`src/rtl/spwm_pkg.sv`:
```
package spwm_pkg;

    typedef enum logic {
        STYLE_SPLIT  = 1'b0,
        STYLE_MAGDIR = 1'b1
    } style_e;

    typedef enum logic {
        MOD_FIXED  = 1'b0,
        MOD_SPREAD = 1'b1
    } modsel_e;

    typedef struct packed {
        logic a;
        logic b;
    } pin_pair_t;

endpackage

```
`src/rtl/spwm_stage.sv`:
```
module spwm_stage
    import spwm_pkg::*;
#(
    parameter int CMD_W = 12
) (
    input  logic             clk,
    input  logic             rst_n,
    input  logic             wr_en,
    input  logic [CMD_W-1:0] wr_cmd,
    input  style_e           wr_style,
    input  modsel_e          wr_mod,
    input  logic [1:0]       wr_gpo,
    input  logic             wrap,
    output logic [CMD_W-1:0] act_cmd,
    output style_e           act_style,
    output modsel_e          act_mod,
    output logic [1:0]       act_gpo
);

    typedef struct packed {
        logic [CMD_W-1:0] cmd;
        style_e           style;
        modsel_e          modsel;
        logic [1:0]       gpo;
    } cfg_t;

    typedef struct packed {
        cfg_t stage;
        cfg_t active;
    } st_t;

    st_t st_d, st_q;

    always_comb begin
        st_d = st_q;
        if (wr_en) begin
            st_d.stage.cmd    = wr_cmd;
            st_d.stage.style  = wr_style;
            st_d.stage.modsel = wr_mod;
            st_d.stage.gpo    = wr_gpo;
        end
        if (wrap) begin
            st_d.active = st_q.stage;
        end
    end

    always_ff @(posedge clk) begin
        if (!rst_n) begin
            st_q <= '0;
        end else begin
            st_q <= st_d;
        end
    end

    assign act_cmd   = st_q.active.cmd;
    assign act_style = st_q.active.style;
    assign act_mod   = st_q.active.modsel;
    assign act_gpo   = st_q.active.gpo;

    // The active settings move only at a period boundary.
    assert_apply_at_wrap_R8: assert property (@(posedge clk) disable iff (!rst_n)
        !$stable(st_q.active) |-> $past(wrap));

endmodule

```
`src/rtl/spwm_mod.sv`:
```
module spwm_mod
    import spwm_pkg::*;
#(
    parameter int CMD_W = 12
) (
    input  logic             clk,
    input  logic             rst_n,
    input  logic [CMD_W-1:0] cmd,
    input  modsel_e          modsel,
    output logic             wrap,
    output logic             on,
    output logic             neg
);

    localparam int CNT_W  = CMD_W - 1;
    localparam int ACC_W  = CMD_W + 1;
    localparam int PERIOD = (1 << (CMD_W - 1)) - 1;

    typedef struct packed {
        logic [CNT_W-1:0] cnt;
        logic [CMD_W-1:0] acc;
    } st_t;

    st_t st_d, st_q;

    logic [CMD_W-1:0] abs_v;
    logic [CMD_W-1:0] mag;
    logic [ACC_W-1:0] sum;
    logic             spread_on;

    always_comb begin
        neg   = cmd[CMD_W-1];
        abs_v = neg ? (~cmd + 1'b1) : cmd;
        mag   = (abs_v > CMD_W'(PERIOD)) ? CMD_W'(PERIOD) : abs_v;

        sum       = {1'b0, st_q.acc} + {1'b0, mag};
        spread_on = (sum >= ACC_W'(PERIOD));

        wrap = (st_q.cnt == CNT_W'(PERIOD - 1));

        st_d     = st_q;
        st_d.cnt = wrap ? '0 : st_q.cnt + 1'b1;
        if (modsel == MOD_SPREAD) begin
            st_d.acc = spread_on ? CMD_W'(sum - ACC_W'(PERIOD)) : CMD_W'(sum);
        end else begin
            st_d.acc = '0;
        end

        if (modsel == MOD_SPREAD) begin
            on = spread_on;
        end else begin
            on = ({1'b0, st_q.cnt} < mag);
        end
    end

    always_ff @(posedge clk) begin
        if (!rst_n) begin
            st_q <= '0;
        end else begin
            st_q <= st_d;
        end
    end

    assert_cnt_range_R2: assert property (@(posedge clk) disable iff (!rst_n)
        st_q.cnt < CNT_W'(PERIOD));

    assert_mag_limit_R1: assert property (@(posedge clk) disable iff (!rst_n)
        mag <= CMD_W'(PERIOD));

    assert_acc_range_R6: assert property (@(posedge clk) disable iff (!rst_n)
        st_q.acc < CMD_W'(PERIOD));

endmodule

```
`src/rtl/spwm_outmux.sv`:
```
module spwm_outmux
    import spwm_pkg::*;
(
    input  logic       clk,
    input  logic       rst_n,
    input  logic       on,
    input  logic       neg,
    input  style_e     style,
    input  logic [1:0] gpo,
    output logic       pin_a,
    output logic       pin_b
);

    pin_pair_t raw;
    pin_pair_t pins_d, pins_q;

    always_comb begin
        if (style == STYLE_MAGDIR) begin
            raw.a = on;
            raw.b = neg;
        end else begin
            raw.a = on & ~neg;
            raw.b = on & neg;
        end
        pins_d.a = raw.a ^ gpo[0];
        pins_d.b = raw.b ^ gpo[1];
    end

    always_ff @(posedge clk) begin
        if (!rst_n) begin
            pins_q <= '0;
        end else begin
            pins_q <= pins_d;
        end
    end

    assign pin_a = pins_q.a;
    assign pin_b = pins_q.b;

    // Split style never drives both pulse pins at once.
    assert_split_exclusive_R4: assert property (@(posedge clk) disable iff (!rst_n)
        (style == STYLE_SPLIT && gpo == 2'b00) |=> !(pin_a && pin_b));

endmodule

```
`src/rtl/spwm_drive.sv`:
```
module spwm_drive
    import spwm_pkg::*;
#(
    parameter int CMD_W = 12
) (
    input  logic             clk,
    input  logic             rst_n,
    input  logic             wr_en,
    input  logic [CMD_W-1:0] wr_cmd,
    input  logic             wr_dir_style,
    input  logic             wr_pdm,
    input  logic [1:0]       wr_gpo,
    output logic             pin_a,
    output logic             pin_b,
    output logic             led
);

    logic [CMD_W-1:0] act_cmd;
    style_e           act_style;
    modsel_e          act_mod;
    logic [1:0]       act_gpo;
    logic             wrap;
    logic             on;
    logic             neg;

    spwm_stage #(.CMD_W(CMD_W)) i_stage (
        .clk       (clk),
        .rst_n     (rst_n),
        .wr_en     (wr_en),
        .wr_cmd    (wr_cmd),
        .wr_style  (style_e'(wr_dir_style)),
        .wr_mod    (modsel_e'(wr_pdm)),
        .wr_gpo    (wr_gpo),
        .wrap      (wrap),
        .act_cmd   (act_cmd),
        .act_style (act_style),
        .act_mod   (act_mod),
        .act_gpo   (act_gpo)
    );

    spwm_mod #(.CMD_W(CMD_W)) i_mod (
        .clk    (clk),
        .rst_n  (rst_n),
        .cmd    (act_cmd),
        .modsel (act_mod),
        .wrap   (wrap),
        .on     (on),
        .neg    (neg)
    );

    spwm_outmux i_outmux (
        .clk   (clk),
        .rst_n (rst_n),
        .on    (on),
        .neg   (neg),
        .style (act_style),
        .gpo   (act_gpo),
        .pin_a (pin_a),
        .pin_b (pin_b)
    );

    assign led = pin_a ^ pin_b;

    assert_reset_quiet_R9: assert property (@(posedge clk)
        $past(!rst_n) && !rst_n |=> !pin_a && !pin_b);

endmodule

```
`config.mk`:
```
export PLATFORM = sky130hd
export DESIGN_NAME = spwm_drive
export DESIGN_NICKNAME = d
export VERILOG_FILES = /design/src/rtl/spwm_pkg.sv /design/src/rtl/spwm_stage.sv /design/src/rtl/spwm_mod.sv /design/src/rtl/spwm_outmux.sv /design/src/rtl/spwm_drive.sv
export SDC_FILE = /design/constraint.sdc
export NUM_CORES = 1
export LEC_CHECK = 0
export BUFFER_PORTS_ARGS = -buffer_cell sky130_fd_sc_hd__buf_2
export CELL_PAD_IN_SITES_DETAIL_PLACEMENT = 0
export CELL_PAD_IN_SITES_GLOBAL_PLACEMENT = 1
export CORE_AREA = 5 5 100 102
export CTS_CLUSTER_DIAMETER = 200
export DETAILED_ROUTE_END_ITERATION = 8
export DIE_AREA = 0 0 105 107
export PLACE_DENSITY = 0.77
export SYNTH_ARGS = -nofsm -noshare
export SYNTH_HDL_FRONTEND = slang
export SYNTH_SLANG_ARGS = --single-unit
```
`constraint.sdc`:
```
create_clock -name clk -period 5.4 [get_ports clk]
set_clock_uncertainty 0.1 [all_clocks]
set_input_delay 0.54 -clock clk [delete_from_list [all_inputs] [get_ports clk]]
set_output_delay 0.54 -clock clk [all_outputs]
set_load 0.005 [all_outputs]
```
==> impl_metrics.csv, run 1 <==
group,metric,value,unit
status,outcome,"completed",
floorplanning,floorplan.initialDensity,0.386,
clock_network,cts_repair_resize_count,0,
clock_network,cts-root-to-sink-buffers,2,
synthesis,synth_seq_cells,57,
power_and_ir_drop,p_per_area,215,nW/um^2
global_routing,grt_start_max_net_pins,35,
global_routing,grt.overflow.total,0,
synthesis,synth_area,3480,um^2
cells_and_area,most-common-layout-cells,"sky130_fd_sc_hd__dfxtp_1, sky130_fd_sc_hd__nor2_1, sky130_fd_sc_hd__mux2i_1",
synthesis,synth_async_sr_flop_share,0,
global_routing,grt_pass1_vias,2678,
synthesis,synth_edf_count,0,
floorplanning,die_height,107,um
timing,tightestPinTransition,0.984,ns
synthesis,yosysWarnings,0,
floorplanning,floorplan.die_area,11200,um^2
synthesis,synth_cell_types,54,
setup_path,timing.critical_path.from_type,"flip-flop",
global_routing,antenna_found_initial,0,
routing,remaining_drc_errors,0,
clock_network,cts-root-buf,"sky130_fd_sc_hd__clkbuf_8",
setup_path,worst_ep_arrival_time,4.56,ns
routing,route.vias.total,2806,
floorplanning,placeableCoreArea,9020,um^2
routing,routed_via_density,5.21,
floorplanning,top_level_ports,22,
placed_design,post-dp-hpwl,5.70,mm
flow_run,max_cap_violations,0,
cells_and_area,num_antenna_cells,0,
clock_network,cts_hold_buf,0,
clock_network,clk_pin_slew_worst_paths,0.07,ns
setup_path,timing_worst_setup_path_type,"flip-flop to flip-flop",
global_routing,grt_pass1_wl,12.4,mm
timing,slew_violations,0,
timing,fmax,225,MHz
clock_network,cts-htree-levels,3,
setup_path,crit_path_top_delay_cell,"sky130_fd_sc_hd__o31a_1",
timing,timing.hold.ws,0.338,ns
routing,drt-total-wl,7.49,mm
timing,final.setup.tns,0,ns
synthesis,ys_dominant_reg_cell,"sky130_fd_sc_hd__dfxtp_1",
clock_network,clock_latency,0.33,ns
clock_network,numCtsBuffers,9,
setup_path,crit_path_max_incr_delay,0.65,ns
setup_path,crit_path_end_kind,"flip-flop",
setup_path,required,5.52,ns
power_and_ir_drop,power_leakage,1.63,nW
floorplanning,fp.dieW,105,um
timing,timing.final.hold_violations,0,
synthesis,synthesis.area_per_instance,8.57,um^2
synthesis,synth.yosys.seq_area_share,0.328,
clock_network,clock_sinks,57,
timing,maxSlewHeadroom,0.343,
routing,detail_route.wl_per_cell,13.9,um
floorplanning,rows,35,
clock_network,tritoncts,"built",
placed_design,portBuffers,21,
timing,timing.final.setup_violations,0,
power_and_ir_drop,irDropWorstVdd,0.164,mV
routing,number_of_routed_nets_with_antenna_violations,0,
hold_path,hold_path.class,"input pin to flip-flop",
global_routing,grt_util_all_layers,0.135,
cells_and_area,commonest_non_fill_non_tap_cell_in_the_layout,"sky130_fd_sc_hd__dfxtp_1",
cells_and_area,final_layout_size_suffix_gt1_frac,0.114,
synthesis,post_synth_inst_count,406,
routing,initialDrtViolationCount,80,
timing,period_share,0.823,
synthesis,syn_nets,453,
setup_path,worstPathMaxFanout,22,
cells_and_area,flow.area_growth_from_synthesis,9.74,%
cells_and_area,final_nets,470,
setup_path,crit_chain,"nor2b_1, nand4_2, nand2_1, ha_1, inv_1, fa_1, nand2b_1, a211o_1, and4_1, o311a_1, o2111ai_2, o31a_1, a31oi_1, mux2i_1",
timing,period_minus_slack,4.44,ns
clock_network,postCtsSetupBuffers,0,
routing,drtPass1Iterations,4,
placed_design,place_congestion,0.853,
timing,rsz0062_at_grt,"no",
state kept, by name (all words and copies together), names as in the netlist:
name               flops
i_mod.st_q            23
i_outmux.pin_a         1
i_outmux.pin_b         1
i_stage.act_cmd       12
i_stage.act_gpo        2
i_stage.act_mod        1
i_stage.act_style      1
i_stage.st_q          16
worst max-delay path, delay by kind of cell, from the launching register on:
family / cells / cell delay (ns)
AO/OA/AOI/OAI: 5 / 1.78
AND/OR/NAND/NOR: 5 / 1.05
flip-flops: 1 / 0.62
adder cells (fa/ha/maj): 2 / 0.59
multiplexers: 1 / 0.15
buffers and inverters: 1 / 0.07
stage by stage:
stage          utilization  total power, mW  setup slack [ns]  std cells  cell area, um^2
3_3_place_gp         0.405            0.492              1.16        523             3660
4_1_cts              0.423            0.831             0.962        539             3820
2_1_floorplan            -            0.479              1.61        406             3480
5_1_grt              0.423            0.857             0.564        539             3820
6_report             0.423            0.820             0.956        539             3820
3_5_place_dp         0.405            0.494             0.968        523             3660
kinds of logic (layout without fill, tap and decap cells):
| family | Yosys count | in the layout | share of synthesized area |
|---|---|---|---|
| flip-flops | 57 | 57 | 0.328 |
| AND/OR/NAND/NOR | 151 | 151 | 0.212 |
| buffers and inverters | 35 | 57 | 0.0410 |
| other | 1 | 1 | 0.00108 |
| AO/OA/AOI/OAI | 66 | 66 | 0.126 |
| multiplexers | 36 | 36 | 0.104 |
| adder cells (fa/ha/maj) | 28 | 28 | 0.103 |
| XOR/XNOR | 32 | 32 | 0.0848 |
synthesized netlist by cell type, types with 3 or more instances:
master | n | share of area
sky130_fd_sc_hd__xnor2_1 | 13 | 0.033
sky130_fd_sc_hd__or4_1 | 4 | 0.0086
sky130_fd_sc_hd__o31ai_1 | 4 | 0.0086
sky130_fd_sc_hd__dfxtp_1 | 57 | 0.33
sky130_fd_sc_hd__nor2b_1 | 3 | 0.0054
sky130_fd_sc_hd__nand2_1 | 34 | 0.037
sky130_fd_sc_hd__nor2_1 | 55 | 0.059
sky130_fd_sc_hd__a31oi_1 | 3 | 0.0054
sky130_fd_sc_hd__or3_1 | 6 | 0.011
sky130_fd_sc_hd__nand4_1 | 3 | 0.0054
sky130_fd_sc_hd__and3_1 | 5 | 0.0090
sky130_fd_sc_hd__a21o_1 | 4 | 0.0086
sky130_fd_sc_hd__nor3_1 | 6 | 0.0086
sky130_fd_sc_hd__mux2i_1 | 35 | 0.10
sky130_fd_sc_hd__nand2b_1 | 7 | 0.013
sky130_fd_sc_hd__xor2_1 | 17 | 0.043
sky130_fd_sc_hd__inv_1 | 20 | 0.022
sky130_fd_sc_hd__nand3_1 | 13 | 0.019
sky130_fd_sc_hd__ha_1 | 27 | 0.097
sky130_fd_sc_hd__a21oi_1 | 21 | 0.030
sky130_fd_sc_hd__o21ai_0 | 15 | 0.022
sky130_fd_sc_hd__a21boi_0 | 3 | 0.0065
sky130_fd_sc_hd__clkbuf_1 | 13 | 0.014
path summary, 6_finish.rpt:
check                           start               end  slack (ns)  depth (start not counted)
hold reg to reg    i_stage.act_gpo[1]    i_outmux.pin_b        0.37                          2
setup / recovery  i_stage.act_cmd[11]    i_outmux.pin_b        0.96                         14
setup reg to reg  i_stage.act_cmd[11]    i_outmux.pin_b        0.96                         14
hold / removal              wr_cmd[2]  i_stage.st_q[22]        0.34                          3
where the power goes:
part,total (mW),leakage (nW),internal (mW),switching (mW)
Clock,0.336,0.0818,0.163,0.174
Sequential,0.437,0.463,0.430,0.00714
Combinational,0.0460,1.08,0.0218,0.0241
metal layers:
| metal | global-route usage | vias up | part of all wire |
|---|---|---|---|
| li1 | - | 1454 | - |
| met1 | 0.163 | 1291 | 0.47 |
| met2 | 0.226 | 44 | 0.47 |
| met3 | 0.0253 | 17 | 0.028 |
| met4 | 0.0721 | 0 | 0.032 |
| met5 | 0 | - | 0 |
layout make-up:
| type | count | area [um^2] |
|---|---|---|
| clock inverters | 6 | 35.0 |
| fillers | 919 | 5200 |
| repair buffers | 21 | 105 |
| clock buffers | 10 | 128 |
| well taps | 111 | 139 |
| flip-flops and latches | 57 | 1140 |
| inverters | 20 | 75.1 |
| multi-input cells | 314 | 2200 |
(Power assumes the default switching activity.)
==> run 2, diff against run 1 <==
PLACE_DENSITY = 0.79   (was 0.77)
clock period = 3.8 ns   (was 5.4 ns; I/O delays follow)
==> run 2 against run 1 <==
Net effect: maximum frequency up 17%; final area rose by 14%; critical path type unchanged; via count grew 7.0%; largest cell class unchanged; clock power up 75%; hold slack worse by 0.16 ns; register-to-register slack worse by 0.94 ns; final cell count grew 9.1%; die area unchanged; routed wire length grew 8.6%; first-iteration DRC count up 100%; sequential power increased by 42%.
==> impl_metrics.csv, run 2 (synthesis gave the netlist of run 1 again) <==
group,metric,value,unit
clock_network,clock_latency,0.34,ns
power_and_ir_drop,power_leakage,1.91,nW
routing,remaining_drc_errors,0,
flow_run,max_cap_violations,0,
setup_path,timing_worst_setup_path_type,"flip-flop to flip-flop",
global_routing,grt_start_max_net_pins,35,
clock_network,numCtsBuffers,9,
cells_and_area,filler_cell_count,866,
status,outcome,"completed",
setup_path,crit_path_max_incr_delay,0.48,ns
clock_network,clk_pin_slew_worst_paths,0.07,ns
timing,tightestPinTransition,0.956,ns
floorplanning,die_height,107,um
timing,maxSlewHeadroom,0.362,
floorplanning,floorplan.die_area,11200,um^2
timing,timing.hold.ws,0.174,ns
placed_design,place_worst_setup_slack,-0.131,ns
power_and_ir_drop,irDropWorstVdd,0.240,mV
floorplanning,top_level_ports,22,
timing,rsz0062_at_grt,"yes",
cells_and_area,flow.area_growth_from_synthesis,25.0,%
global_routing,grt-busiest-layer,"met2",
hold_path,hold_path.class,"input pin to flip-flop",
timing,fmax,264,MHz
global_routing,gr-usage-met3,0.0277,
setup_path,crit_path_end_kind,"flip-flop",
floorplanning,floorplan.initialDensity,0.386,
cells_and_area,num_antenna_cells,0,
cells_and_area,largest_register_ffs,23,
routing,routed_via_density,5.11,
global_routing,grt_pass1_wl,13.8,mm
routing,drtPass1Iterations,6,
routing,initialDrtViolationCount,163,
clock_network,clock_sinks,57,
floorplanning,fp.dieW,105,um
placed_design,place_congestion,0.827,
clock_network,cts-root-to-sink-buffers,2,
cells_and_area,commonest_non_fill_non_tap_cell_in_the_layout,"sky130_fd_sc_hd__nor2_1",
routing,detail_route.wl_per_cell,13.8,um
setup_path,crit_chain,"nor4_4, nand4_2, nand2_1, ha_2, inv_2, fa_2, nand2b_4, a211o_4, a21oi_2, o311a_1, o2111ai_2, o31a_1, buf_12, or4_1, a21oi_2",
timing,timing.final.hold_violations,0,
setup_path,crit_path_top_delay_cell,"sky130_fd_sc_hd__or4_1",
power_and_ir_drop,p_per_area,294,nW/um^2
setup_path,worstPathMaxFanout,22,
clock_network,tritoncts,"built",
cells_and_area,most-common-layout-cells,"sky130_fd_sc_hd__nor2_1, sky130_fd_sc_hd__dfxtp_1, sky130_fd_sc_hd__buf_4",
setup_path,crit_top_cell,"sky130_fd_sc_hd__a21oi_2",
cells_and_area,largest-register,"i_mod.st_q",
timing,timing.final.setup_violations,0,
global_routing,grt_pass1_vias,2976,
placed_design,post-dp-hpwl,6.09,mm
global_routing,grt.overflow.total,0,
timing,final_critical_path_setup_slack,0.0160,ns
timing,slew_violations,0,
global_routing,use_met2,0.259,
setup_path,worst_ep_arrival_time,3.95,ns
setup_path,required,3.96,ns
routing,number_of_routed_nets_with_antenna_violations,0,
global_routing,grt_util_all_layers,0.148,
routing,drt-total-wl,8.14,mm
timing,period_minus_slack,3.78,ns
floorplanning,rows,35,
cells_and_area,final_layout_size_suffix_gt1_frac,0.243,
setup_path,timing.critical_path.from_type,"flip-flop",
cells_and_area,final_nets,519,
timing,period_share,0.996,
power_and_ir_drop,power.total,1.28,mW
global_routing,antenna_found_initial,0,
placed_design,portBuffers,21,
clock_network,cts-root-buf,"sky130_fd_sc_hd__clkbuf_8",
global_routing,grt_util_met1,0.179,
floorplanning,placeableCoreArea,9020,um^2
clock_network,cts-htree-levels,3,
routing,route.vias.total,3003,
## run 2: cell types whose count changed in the layout (fill, tap and decap cells not counted), sizes merged
cell      before  now
buf           21   70
bufinv         0    1
clkbuf        10   12
clkinv         4    2
clkinvlp       2    1
## run 2: per-stage QoR
stage               std cells  cell area (um^2)  utilization  TNS [ns]
finish                    588              4350        0.482         0
global route              588              4350        0.482    -0.867
CTS                       586              4260        0.472         0
detailed placement        569              4020        0.445    -0.256
global placement          569              4020        0.445   -0.0101
floorplan                 406              3480            -         0
## run 2: cell type report
cell class                      count  area (um^2)  share of cell area
Sequential cell                    57         1140               0.263
Timing Repair Buffer               70          485               0.112
Tap cell                          111          139              0.0319
Inverter                           20         75.1              0.0173
Clock inverter                      4         51.3              0.0118
Multi-Input combinational cell    314         2300               0.529
Clock buffer                       12          155              0.0357
## run 2: layer usage
layer	vias up	wire length, um
li1	1549	-
met1	1380	3740
met2	62	3950
met3	12	293
met4	0	143
met5	-	0
## run 2: what timing repair did
action	4_1_cts	5_1_grt
setup endpoints to repair	5	14
gates resized for setup	5	18
pin swaps	10	12
setup buffers	1	2
hold endpoints to repair	0	0
hold buffers	0	0
## run 2: worst paths after layout
kind	to	start	slack (ns)	depth (start not counted)
hold reg to reg	i_outmux.pin_b	i_stage.act_gpo[1]	0.37	2
setup / recovery	i_mod.st_q[5]	i_stage.act_cmd[2]	0.02	15
setup reg to reg	i_mod.st_q[5]	i_stage.act_cmd[2]	0.02	15
hold / removal	i_stage.st_q[30]	wr_cmd[10]	0.17	3
## run 2: power by group
part           switching, mW  internal (mW)
logic                 0.0346         0.0332
registers            0.00969          0.611
clock network          0.250          0.339
total                  0.295          0.983
## run 2: critical path: cells and delay by family, from the launching register on
family	cells	cell delay (ns)
AOI/OAI and AO/OA	6	1.31
and+or+nand+nor	5	1.24
adders and majority gates	2	0.51
DFF	1	0.34
buffers and inverters	2	0.21
==> run 3, diff against run 2 <==
ABC_AREA = 1   (was default)
CORE_AREA = 5 5 102 104   (was 5 5 100 102)
DIE_AREA = 0 0 107 109   (was 0 0 105 107)
PLACE_DENSITY = 0.83   (was 0.79)
SETUP_SLACK_MARGIN = 0.4   (was default)
==> run 3 against run 2 <==
Net effect: register-to-register slack better by 0.44 ns; power down 1.7%; utilization down 0.34 points; maximum frequency up 13%; worst setup slack better by 0.44 ns; largest power group unchanged.
==> impl_metrics.csv, run 3 <==
group,metric,value,unit
status,outcome,"completed",
cells_and_area,largest-register,"i_mod.st_q",
clock_network,tritoncts,"built",
cells_and_area,num_antenna_cells,0,
cells_and_area,commonest_non_fill_non_tap_cell_in_the_layout,"sky130_fd_sc_hd__nand2_1",
setup_path,r2r_end,"i_outmux.pin_a",
setup_path,crit_path_max_incr_delay,0.33,ns
floorplanning,floorplan.die_area,11700,um^2
global_routing,grt_pass1_wl,14.8,mm
synthesis,synth_xor_xnor_area_share,0.0171,
synthesis,synth_edf_count,0,
global_routing,antenna_found_initial,0,
global_routing,grt_start_max_net_pins,36,
floorplanning,top_level_ports,22,
power_and_ir_drop,power.total,1.26,mW
placed_design,place_area,3830,um^2
timing,timing.final.setup_violations,0,
synthesis,syn_nets,601,
routing,dr_wl_met2,4.28,mm
placed_design,post-dp-hpwl,6.59,mm
routing,detail_route.wirelength.met1,4.12,mm
timing,period_share,0.880,
setup_path,required,3.97,ns
timing,slew_violations,0,
flow_run,max_cap_violations,0,
cells_and_area,most-common-layout-cells,"sky130_fd_sc_hd__nand2_1, sky130_fd_sc_hd__nor2_1, sky130_fd_sc_hd__inv_1",
cells_and_area,final_design_area_no_fill,4530,um^2
timing,fmax,299,MHz
floorplanning,rows,36,
routing,initialDrtViolationCount,152,
routing,detail_route.wl_per_cell,12.6,um
setup_path,r2r_setup_slack,0.46,ns
setup_path,regToRegStartpoint,"i_stage.act_cmd[1]",
synthesis,synth.yosys.seq_area_share,0.319,
synthesis,post_synthesis_share_of_cell_area_spent_on_full_adders_half_adders_and_majority_gates,0.0999,
cells_and_area,layout.core_utilization,0.479,
cells_and_area,stdcell_count,711,
synthesis,synth.most_common_cell,"sky130_fd_sc_hd__nand2_1",
hold_path,worstHoldPathCells,3,
setup_path,timing_worst_setup_path_type,"flip-flop to flip-flop",
cells_and_area,filler_cell_count,947,
floorplanning,floorplan.initialDensity,0.379,
setup_path,worst_ep_arrival_time,3.51,ns
synthesis,synth.cells.most_frequent,"sky130_fd_sc_hd__nand2_1, sky130_fd_sc_hd__nor2_1, sky130_fd_sc_hd__inv_1, sky130_fd_sc_hd__dfxtp_1, sky130_fd_sc_hd__a21oi_1",
setup_path,crit_path_top_delay_cell,"sky130_fd_sc_hd__dfxtp_2",
setup_path,crit_top_cell,"sky130_fd_sc_hd__nand2_2",
synthesis,post-synth-top-area-fraction,0.319,
routing,routed-wl-met3,332,um
routing,number_of_routed_nets_with_antenna_violations,0,
routing,routed_via_density,4.96,
synthesis,synth_cell_types,35,
clock_network,cts-root-to-sink-buffers,2,
floorplanning,die_height,109,um
synthesis,synth_area,3580,um^2
synthesis,synth-compound-area-share,0.134,
cells_and_area,flow.area_growth_from_synthesis,26.4,%
global_routing,grt_util_all_layers,0.157,
placed_design,place_congestion,0.868,
placed_design,portBuffers,21,
synthesis,ys_dominant_reg_cell,"sky130_fd_sc_hd__dfxtp_1",
global_routing,grt_pass1_vias,3219,
synthesis,synth_top_family_by_area,"simple AND/OR/NAND/NOR gates",
hold_path,min_to,"i_stage.st_q[23]",
setup_path,timing.critical_path.from_type,"flip-flop",
floorplanning,placeableCoreArea,9460,um^2
cells_and_area,final_layout_size_suffix_gt1_frac,0.255,
routing,remaining_drc_errors,0,
synthesis,synthesis.area_per_instance,6.47,um^2
clock_network,clock_latency,0.34,ns
synthesis,yosys.area.top_type,"sky130_fd_sc_hd__dfxtp_1",
timing,final.setup.tns,0,ns
setup_path,rr_worst_depth,28,
synthesis,netlist_top_cells_area,"sky130_fd_sc_hd__dfxtp_1, sky130_fd_sc_hd__nand2_1, sky130_fd_sc_hd__ha_1",
floorplanning,fp.dieW,107,um
placed_design,placed_cells_incl_taps,685,
clock_network,cts-htree-levels,3,
timing,rsz0062_at_grt,"yes",
clock_network,numCtsBuffers,9,
cells_and_area,largest_register_ffs,23,
global_routing,grt.overflow.total,0,
cells_and_area,final_nets,640,
setup_path,crit_path_end_kind,"flip-flop",
routing,maxUsedRoutingLayer,"met4",
synthesis,synth_seq_cells,57,
clock_network,cts_hold_buf,0,
routing,drt-total-wl,8.99,mm
setup_path,worstPathMaxFanout,5,
power_and_ir_drop,power_leakage,2.21,nW
timing,timing.final.hold_violations,0,
hold_path,hp-start,"wr_cmd[3]",
clock_network,clock_sinks,57,
synthesis,synth_simple_gate_area_frac,0.324,
power_and_ir_drop,irDropWorstVdd,0.240,mV
synthesis,yosys-mux-area-fraction,0,
synthesis,post_synth_inst_count,554,
power_and_ir_drop,p_per_area,277,nW/um^2
hold_path,hold_path.class,"input pin to flip-flop",
clock_network,cts-root-buf,"sky130_fd_sc_hd__clkbuf_8",
synthesis,synth_async_sr_flop_share,0,
synthesis,yosysWarnings,0,
timing,period_minus_slack,3.34,ns
routing,route.vias.total,3526,
routing,drtPass1Iterations,5,
clock_network,clk_pin_slew_worst_paths,0.06,ns
[run 3: critical path: cells and delay by family (launching register included)]
kind,cells,cell delay (ns)
AND/OR/NAND/NOR,15,1.55
flip-flops,1,0.33
buffers and inverters,7,0.45
adder cells (fa/ha/maj),2,0.36
AO/OA/AOI/OAI,4,0.49
[run 3: stage by stage]
stage	worst slack [ns]	hold WS [ns]
finish	0.457	0.165
global route	0.200	0.162
CTS	0.410	0.154
detailed placement	-0.0413	0.356
global placement	0.0524	0.350
floorplan	0.602	0.330
[run 3: worst max path at each step]
stage                             startpoint        endpoint  cells after the start
after floorplan           i_stage.act_cmd[0]   i_mod.st_q[1]                     25
after global placement    i_stage.act_cmd[0]   i_mod.st_q[5]                     24
after detailed placement  i_stage.act_cmd[1]   i_mod.st_q[5]                     24
after CTS                 i_stage.act_cmd[0]   i_mod.st_q[0]                     22
after global routing      i_stage.act_cmd[1]  i_outmux.pin_a                     25
final                     i_stage.act_cmd[1]  i_outmux.pin_a                     28
[run 3: what timing repair did]
action,4_1_cts,5_1_grt
cloned,1,0
resized for setup,29,85
endpoints found under the setup margin,14,14
pin swaps,6,37
setup buffers,4,6
[run 3: logic make-up after synthesis]
family,Yosys count
adder cells (fa/ha/maj),28
flip-flops,57
AO/OA/AOI/OAI,92
XOR/XNOR,7
AND/OR/NAND/NOR,271
buffers and inverters,98
other,1
[run 3: per-layer routing]
layer | track usage | vias to the layer above
met1 | 0.198 | 1603
met5 | 0 | -
met2 | 0.261 | 69
li1 | - | 1837
met4 | 0.0694 | 0
met3 | 0.0326 | 17
[run 3: power by group]
group	internal (mW)	total [mW]	leakage, nW	switching, mW
sequential	0.613	0.622	0.467	0.00892
combinational	0.0293	0.0709	1.64	0.0416
clock	0.315	0.564	0.0981	0.249
[run 3: final cells by class]
cell class	instances	area, um^2	area share
well taps	114	143	0.0315
flip-flops and latches	57	1150	0.254
inverters	87	332	0.0732
clock buffers	10	138	0.0304
repair buffers	38	236	0.0522
clock inverters	5	56.3	0.0124
multi-input cells	400	2480	0.547
